$ cat config.mk
export PLATFORM = sky130hd
export DESIGN_NAME = mc_core
export DESIGN_NICKNAME = d
export VERILOG_FILES = /design/src/rtl/mc_pkg.sv /design/src/rtl/mc_regfile.sv /design/src/rtl/mc_alu.sv /design/src/rtl/mc_sequencer.sv /design/src/rtl/mc_core.sv
export SDC_FILE = /design/constraint.sdc
export NUM_CORES = 2
export LEC_CHECK = 0
export BUFFER_PORTS_ARGS = -buffer_cell sky130_fd_sc_hd__buf_2
export CAP_MARGIN = 25
export CORE_MARGIN = 2
export CORE_UTILIZATION = 35
export DETAILED_ROUTE_END_ITERATION = 12
export PLACE_DENSITY_LB_ADDON = 0.3
export SLEW_MARGIN = 0
export SYNTH_ARGS = -nofsm -noshare
export SYNTH_HDL_FRONTEND = slang
export SYNTH_HIERARCHICAL = 1
export SYNTH_SLANG_ARGS = --single-unit
export TNS_END_PERCENT = 100
$ cat constraint.sdc
create_clock -name clk -period 5.4 [get_ports clk]
set_clock_uncertainty 0.1 [all_clocks]
set_input_delay 1.08 -clock clk [delete_from_list [all_inputs] [get_ports clk]]
set_output_delay 1.08 -clock clk [all_outputs]
set_load 0.05 [all_outputs]
$ cat src/rtl/mc_pkg.sv
package mc_pkg;

   localparam logic [5:0] OPC_STOP = 6'd0;
   localparam logic [5:0] OPC_ADD  = 6'd1;
   localparam logic [5:0] OPC_SUB  = 6'd2;
   localparam logic [5:0] OPC_AND  = 6'd3;
   localparam logic [5:0] OPC_OR   = 6'd4;

   // step counter encoding; fetch steps first, then execute steps
   typedef enum logic [3:0] {
      ST_F_MAR  = 4'd0,
      ST_F_READ = 4'd1,
      ST_F_MDR  = 4'd2,
      ST_F_IR   = 4'd3,
      ST_F_PC   = 4'd4,
      ST_X_A    = 4'd5,
      ST_X_B    = 4'd6,
      ST_X_C    = 4'd7,
      ST_X_WB   = 4'd8,
      ST_STOP   = 4'd9
   } step_e;

   typedef enum logic [2:0] {
      SRC_NONE, SRC_PC, SRC_PCINC, SRC_MEM, SRC_MDR, SRC_RF, SRC_ALU, SRC_C
   } src_e;

   typedef enum logic [3:0] {
      DST_NONE, DST_MAR, DST_MDR, DST_IR, DST_PC, DST_A, DST_B, DST_C, DST_RF
   } dst_e;

   typedef struct packed {
      src_e src;
      dst_e dst;
      logic rf_sel_b;
      logic mem_rd;
   } xfer_t;

   function automatic logic is_alu_op(input logic [5:0] opc);
      return (opc >= OPC_ADD) && (opc <= OPC_OR);
   endfunction

endpackage

$ cat src/rtl/mc_regfile.sv
module mc_regfile #(
   parameter int DATA_W = 32,
   parameter int NREG   = 32,
   localparam int RIDX_W = $clog2(NREG)
) (
   input  logic              clk,
   input  logic              we,
   input  logic [RIDX_W-1:0] waddr,
   input  logic [DATA_W-1:0] wdata,
   input  logic [RIDX_W-1:0] raddr_a,
   output logic [DATA_W-1:0] rdata_a,
   input  logic [RIDX_W-1:0] raddr_d,
   output logic [DATA_W-1:0] rdata_d
);

   logic [NREG*DATA_W-1:0] flat;

   for (genvar g = 0; g < NREG; g++) begin : g_reg
      if (g == 0) begin : g_zero
         assign flat[0 +: DATA_W] = '0;
      end else begin : g_store
         logic [DATA_W-1:0] q;
         always_ff @(posedge clk) begin
            if (we && (waddr == RIDX_W'(g))) q <= wdata;
         end
         assign flat[g*DATA_W +: DATA_W] = q;
      end
   end

   assign rdata_a = flat[raddr_a*DATA_W +: DATA_W];
   assign rdata_d = flat[raddr_d*DATA_W +: DATA_W];

endmodule

$ cat src/rtl/mc_alu.sv
module mc_alu #(
   parameter int DATA_W = 32
) (
   input  logic [5:0]        opc,
   input  logic [DATA_W-1:0] a,
   input  logic [DATA_W-1:0] b,
   output logic [DATA_W-1:0] y
);
   import mc_pkg::*;

   always_comb begin
      case (opc)
         OPC_ADD: y = a + b;
         OPC_SUB: y = a - b;
         OPC_AND: y = a & b;
         OPC_OR:  y = a | b;
         default: y = '0;
      endcase
   end

endmodule

$ cat src/rtl/mc_sequencer.sv
module mc_sequencer (
   input  logic               clk,
   input  logic               rst,
   input  logic [5:0]         opc,
   output mc_pkg::step_e      step,
   output mc_pkg::xfer_t      xfer
);
   import mc_pkg::*;

   step_e step_q, step_d;

   always_comb begin
      step_d = step_q;
      xfer   = '{src: SRC_NONE, dst: DST_NONE, rf_sel_b: 1'b0, mem_rd: 1'b0};
      case (step_q)
         ST_F_MAR: begin
            xfer.src = SRC_PC;    xfer.dst = DST_MAR; step_d = ST_F_READ;
         end
         ST_F_READ: begin
            xfer.mem_rd = 1'b1;   step_d = ST_F_MDR;
         end
         ST_F_MDR: begin
            xfer.src = SRC_MEM;   xfer.dst = DST_MDR; step_d = ST_F_IR;
         end
         ST_F_IR: begin
            xfer.src = SRC_MDR;   xfer.dst = DST_IR;  step_d = ST_F_PC;
         end
         ST_F_PC: begin
            xfer.src = SRC_PCINC; xfer.dst = DST_PC;  step_d = ST_X_A;
         end
         ST_X_A: begin
            if (opc == OPC_STOP) begin
               step_d = ST_STOP;
            end else if (is_alu_op(opc)) begin
               xfer.src = SRC_RF; xfer.dst = DST_A; step_d = ST_X_B;
            end else begin
               step_d = ST_F_MAR;
            end
         end
         ST_X_B: begin
            xfer.src = SRC_RF; xfer.rf_sel_b = 1'b1; xfer.dst = DST_B;
            step_d = ST_X_C;
         end
         ST_X_C: begin
            xfer.src = SRC_ALU;   xfer.dst = DST_C;   step_d = ST_X_WB;
         end
         ST_X_WB: begin
            xfer.src = SRC_C;     xfer.dst = DST_RF;  step_d = ST_F_MAR;
         end
         ST_STOP: step_d = ST_STOP;
         default: step_d = ST_F_MAR;
      endcase
   end

   always_ff @(posedge clk) begin
      if (rst) step_q <= ST_F_MAR;
      else     step_q <= step_d;
   end

   assign step = step_q;

endmodule

$ cat src/rtl/mc_core.sv
module mc_core #(
   parameter int DATA_W = 32,
   parameter int ADDR_W = 32,
   parameter int NREG   = 32,
   localparam int RIDX_W = $clog2(NREG)
) (
   input  logic              clk,
   input  logic              rst,
   output logic [ADDR_W-1:0] mem_addr,
   output logic              mem_rd,
   input  logic [DATA_W-1:0] mem_rdata,
   input  logic [RIDX_W-1:0] dbg_idx,
   input  logic              dbg_we,
   input  logic [DATA_W-1:0] dbg_wdata,
   output logic [DATA_W-1:0] dbg_rdata,
   output logic              halted
);
   import mc_pkg::*;

   localparam int ILEN = 32;

   if (DATA_W < ILEN) begin : g_bad_data_w
      $error("mc_core: DATA_W must hold a 32-bit instruction");
   end
   if ((ADDR_W < 3) || (ADDR_W > DATA_W)) begin : g_bad_addr_w
      $error("mc_core: ADDR_W must be in 3..DATA_W");
   end
   if ((NREG < 2) || (NREG > 32) || ((NREG & (NREG - 1)) != 0)) begin : g_bad_nreg
      $error("mc_core: NREG must be a power of two in 2..32");
   end

   step_e             step_q;
   xfer_t             xfer;
   logic [ADDR_W-1:0] pc_q, mar_q;
   logic [ILEN-1:0]   ir_q;
   logic [DATA_W-1:0] mdr_q, a_q, b_q, c_q;
   logic [DATA_W-1:0] xbus, alu_y, rf_rdata;
   logic [5:0]        opc;
   logic [RIDX_W-1:0] rd_f, rs1_f, rs2_f, rf_raddr, rf_waddr;
   logic              rf_we, core_we;
   logic [DATA_W-1:0] rf_wdata;

   assign opc   = ir_q[31:26];
   assign rd_f  = ir_q[21 +: RIDX_W];
   assign rs1_f = ir_q[16 +: RIDX_W];
   assign rs2_f = ir_q[11 +: RIDX_W];

   mc_sequencer u_seq (
      .clk  (clk),
      .rst  (rst),
      .opc  (opc),
      .step (step_q),
      .xfer (xfer)
   );

   mc_alu #(.DATA_W(DATA_W)) u_alu (
      .opc (opc),
      .a   (a_q),
      .b   (b_q),
      .y   (alu_y)
   );

   assign rf_raddr = xfer.rf_sel_b ? rs2_f : rs1_f;
   assign core_we  = (xfer.dst == DST_RF);
   assign rf_we    = core_we || dbg_we;
   assign rf_waddr = core_we ? rd_f : dbg_idx;
   assign rf_wdata = core_we ? xbus : dbg_wdata;

   mc_regfile #(.DATA_W(DATA_W), .NREG(NREG)) u_rf (
      .clk     (clk),
      .we      (rf_we),
      .waddr   (rf_waddr),
      .wdata   (rf_wdata),
      .raddr_a (rf_raddr),
      .rdata_a (rf_rdata),
      .raddr_d (dbg_idx),
      .rdata_d (dbg_rdata)
   );

   // single transfer bus: one source per step
   always_comb begin
      case (xfer.src)
         SRC_PC:    xbus = DATA_W'(pc_q);
         SRC_PCINC: xbus = DATA_W'(pc_q + ADDR_W'(4));
         SRC_MEM:   xbus = mem_rdata;
         SRC_MDR:   xbus = mdr_q;
         SRC_RF:    xbus = rf_rdata;
         SRC_ALU:   xbus = alu_y;
         SRC_C:     xbus = c_q;
         default:   xbus = '0;
      endcase
   end

   // control registers: cleared by reset
   always_ff @(posedge clk) begin
      if (rst) begin
         pc_q  <= '0;
         mar_q <= '0;
         ir_q  <= '0;
      end else begin
         if (xfer.dst == DST_PC)  pc_q  <= xbus[ADDR_W-1:0];
         if (xfer.dst == DST_MAR) mar_q <= xbus[ADDR_W-1:0];
         if (xfer.dst == DST_IR)  ir_q  <= xbus[ILEN-1:0];
      end
   end

   // data latches: no reset needed, always written before use
   always_ff @(posedge clk) begin
      if (xfer.dst == DST_MDR) mdr_q <= xbus;
      if (xfer.dst == DST_A)   a_q   <= xbus;
      if (xfer.dst == DST_B)   b_q   <= xbus;
      if (xfer.dst == DST_C)   c_q   <= xbus;
   end

   assign mem_addr = mar_q;
   assign mem_rd   = xfer.mem_rd;
   assign halted   = (step_q == ST_STOP);

   logic unused_bits;
   assign unused_bits = ^{ir_q, xbus};

endmodule

==> metrics.yaml <==
timing:
  fin_ws_ns: -0.0646
  fin_crit_ns: 5.46
  finalSetupViolCount: 114
  max_freq_ghz: 0.183
  hold_viol: 0
  rsz0062_at_grt: "true"
  maxSlewViolCount: 0
  slew_headroom_pct: 27.9
  worstMarginPinSlew_ns: 1.08
  fin_crit_sh_pct: 101
critical_path:
  crit_required_ns: 5.81
  crit_fanout: 31
  worstSetupStartpointType: "register"
  cp.arrival_ns: 5.88
  crit_type: "reg2reg"
  critical_path.endpoint_type: "register"
clock_tree:
  numCtsBuffers: 130
  htreeDepth: 4
  cts_tree: "yes"
  clockBufferDepth: 3
  clkLatencyLatePin_ns: 0.78
  clk_pin_slew_ns: 0.07
  cts-root-buf: "clkbuf_16"
  clock_sink_count: 1209
routing:
  initialDrtViolationCount: 4193
  drc: 0
  ant_nets: 0
  vias_per_cell: 6.04
  routedWlPerCell_um: 31.8
  num_vias: 37900
  firstDrtPassIters: 7
  routed_wl_mm: 200
flow_run:
  maxCapViolCount: 0
floorplanning:
  core_area_sq_um: 168000
  die_x_um: 415
  initial_core_util_pct: 35.3
  dieHeight_um: 415
  core.rowCount: 150
  ioPinCount: 138
  dieArea_sq_um: 173000
logic_synthesis:
  yosysUniqueCellTypes: 89
  synthSimpleGateAreaFrac_pct: 4.58
  synth_seq_area_share_pct: 59.8
  synth_nets: 3716
  synth-xor-area-share_pct: 0.961
  synth_area_sq_um: 59200
  avgSynthCellArea_sq_um: 16.4
  yosys.area.top_type: "edfxtp_1"
  synth_top_family_by_area: "multiplexers"
  netlist_instances: 3608
  synth_edf_count: 1120
  yosys.area_share.adder_pct: 0.773
  async_reset_ff_share_pct: 0
  yosys.area.top_type_share_pct: 56.8
  synth_flop_cell: "edfxtp_1"
  synth_compound_area_share_pct: 8.55
  yosysWarnings: 6
  netlist_top_cells_area: "edfxtp_1, mux4_2, dfxtp_1, mux2_2, a22o_1"
  synth_mux_area_share_pct: 22.8
  ys_ff_latch: 1209
grt:
  antenna_found_initial: 6
  grt_pass1_vias: 37400
  grt_start_max_net_pins: 70
  grt_pass1_wl_mm: 281
  grt_overflow_total: 0
  gr-usage-all-layers_pct: 22.7
finish:
  layout_commonest_cell: "edfxtp_1"
  utilization_pct: 41.9
  fin_area_sq_um: 70200
  area_growth_pct: 18.5
  nets: 4071
  layout-drive-gt1-share_pct: 35.8
  fillers: 14900
  final_cell_mix: "edfxtp_1, mux4_2, buf_4"
power:
  peakVddDrop_mv: 0.238
  switching_share_pct: 29.9
  seq_power_share_pct: 41.5
  p_leak_nw: 23.4
  clkPwrFrac_pct: 33.7
  intPower_mw: 18.1
  p_per_area_nw_per_um2: 367
  power.switching_mw: 7.69
  combPwrFrac_pct: 24.8
placement:
  hpwl_mm: 129
  routabilityCongestion: 0.849
  place_area_sq_um: 65700
  io_buffers: 137
hold_path:
  hold_class: "reg2reg"
outcome:
  violations: "negative setup slack"
  status: "finished with violations"
-- kinds of logic after synthesis --
kind of cell,count (synthesis)
multiplexers,724
AO/OA/AOI/OAI,698
adder cells (fa/ha/maj),36
AND/OR/NAND/NOR,538
buffers and inverters,338
flip-flops,1209
XOR/XNOR,65
-- worst paths after layout --
kind,from,to,slack (ns),cells after the start
setup reg to reg,b_q[7],u_rf/g_reg[20].g_store.q[29],-0.06,22
setup / recovery,b_q[7],u_rf/g_reg[20].g_store.q[29],-0.06,22
hold reg to reg,mem_addr[16],mem_addr[16],0.40,2
hold / removal,mem_addr[16],mem_addr[16],0.40,2
-- routing by layer --
metal / up-vias / global-route usage (%) / wire (um)
met5: - / 0 / 40
met4: 6 / 7.99 / 7430
met3: 348 / 3.89 / 15200
met2: 1701 / 38.5 / 99400
met1: 20100 / 29.4 / 77700
li1: 15700 / - / -
-- stage by stage --
stage	power (mW)	TNS, ns	hold slack, ns	std cells	setup slack (ns)
finish	25.7	-4.09	0.396	6272	-0.0646
global route	26.6	-36.40	0.417	6269	-0.248
CTS	25.8	-0.0484	0.399	6259	-0.00642
global placement	17.1	-35.16	0.378	6014	-0.297
floorplan	14.7	-3.39	0.374	3608	-0.109
detailed placement	17.1	-34.08	0.390	6017	-0.305
-- final cells by class --
| type | count | area [sq um] | area share (%) |
|---|---|---|---|
| diodes | 3 | 7.51 | 0.0107 |
| clock buffers | 163 | 3450 | 4.92 |
| clock inverters | 71 | 587 | 0.836 |
| inverters | 46 | 174 | 0.248 |
| multi-input cells | 2064 | 23100 | 32.9 |
| flip-flops and latches | 1209 | 35400 | 50.5 |
| well taps | 2204 | 2760 | 3.93 |
| repair buffers | 512 | 4680 | 6.67 |
-- critical path, cell delays in order, from the launching register on --
cell and delay, ns:
edfxtp_1 0.39, or4_4 0.57, nor3_4 0.15, nand3_2 0.09, or2_4 0.25, buf_4 0.14, o41ai_1 0.32, xor2_1 0.13
ha_2 0.41, o21ai_0 0.15, o211ai_1 0.40, a41oi_2 0.22, o21a_1 0.24, o31ai_4 0.11, a311oi_2 0.17, buf_4 0.16
a211o_1 0.29, mux2i_1 0.18, nor2_1 0.07, a21oi_1 0.15, nor3b_4 0.25, a21oi_2 0.10, buf_12 0.18
-- power groups by stage --
stage / clock [mW] / combinational, mW / sequential [mW]
after floorplan: 0 / 3.57 / 11.1
after global placement: 0 / 6.22 / 10.9
after detailed placement: 0 / 6.24 / 10.9
after CTS: 8.81 / 6.31 / 10.7
after global routing: 9.15 / 6.73 / 10.7
final: 8.67 / 6.39 / 10.7
-- cells in the mapped netlist, types with 6 or more instances --
master / instances
edfxtp_1: 1120
mux4_2: 488
nor2_1: 186
clkbuf_1: 168
a22o_1: 137
mux2_2: 128
nand2_1: 127
a211oi_1: 114
mux2i_1: 107
o21ai_0: 104
dfxtp_1: 89
a21oi_1: 79
buf_2: 67
a21o_1: 45
inv_1: 45
o31ai_1: 41
and3_1: 38
o22ai_1: 36
ha_1: 35
xor2_1: 35
a22oi_1: 33
nor3_1: 31
xnor2_1: 30
buf_1: 27
nand3_1: 25
buf_4: 23
nand2b_1: 19
nand4_1: 16
nor2b_1: 14
a222oi_1: 12
o211ai_1: 9
o2bb2ai_1: 9
or3_1: 9
a221oi_1: 8
and2_1: 8
o21a_1: 8
nor4_1: 7
a221o_1: 6
buf_6: 6
nor3b_1: 6
o311a_1: 6
-- flip-flops by register name, indices dropped and copies added (netlist names) --
name / flops
ir_q: 21
c_q: 32
mem_addr: 32
u_seq/step: 4
pc_q: 32
u_rf/g.g_store.q: 992
b_q: 32
mdr_q: 32
a_q: 32
-- timing repair --
action,in CTS,in global routing
endpoints found under the hold margin,0,0
buffers inserted,5,5
resized for setup,25,29
pin swaps,14,12
setup endpoints to repair,317,641
hold buffers,0,0
gates cloned,3,3
Note: power is estimated with default switching activity, not from simulation.
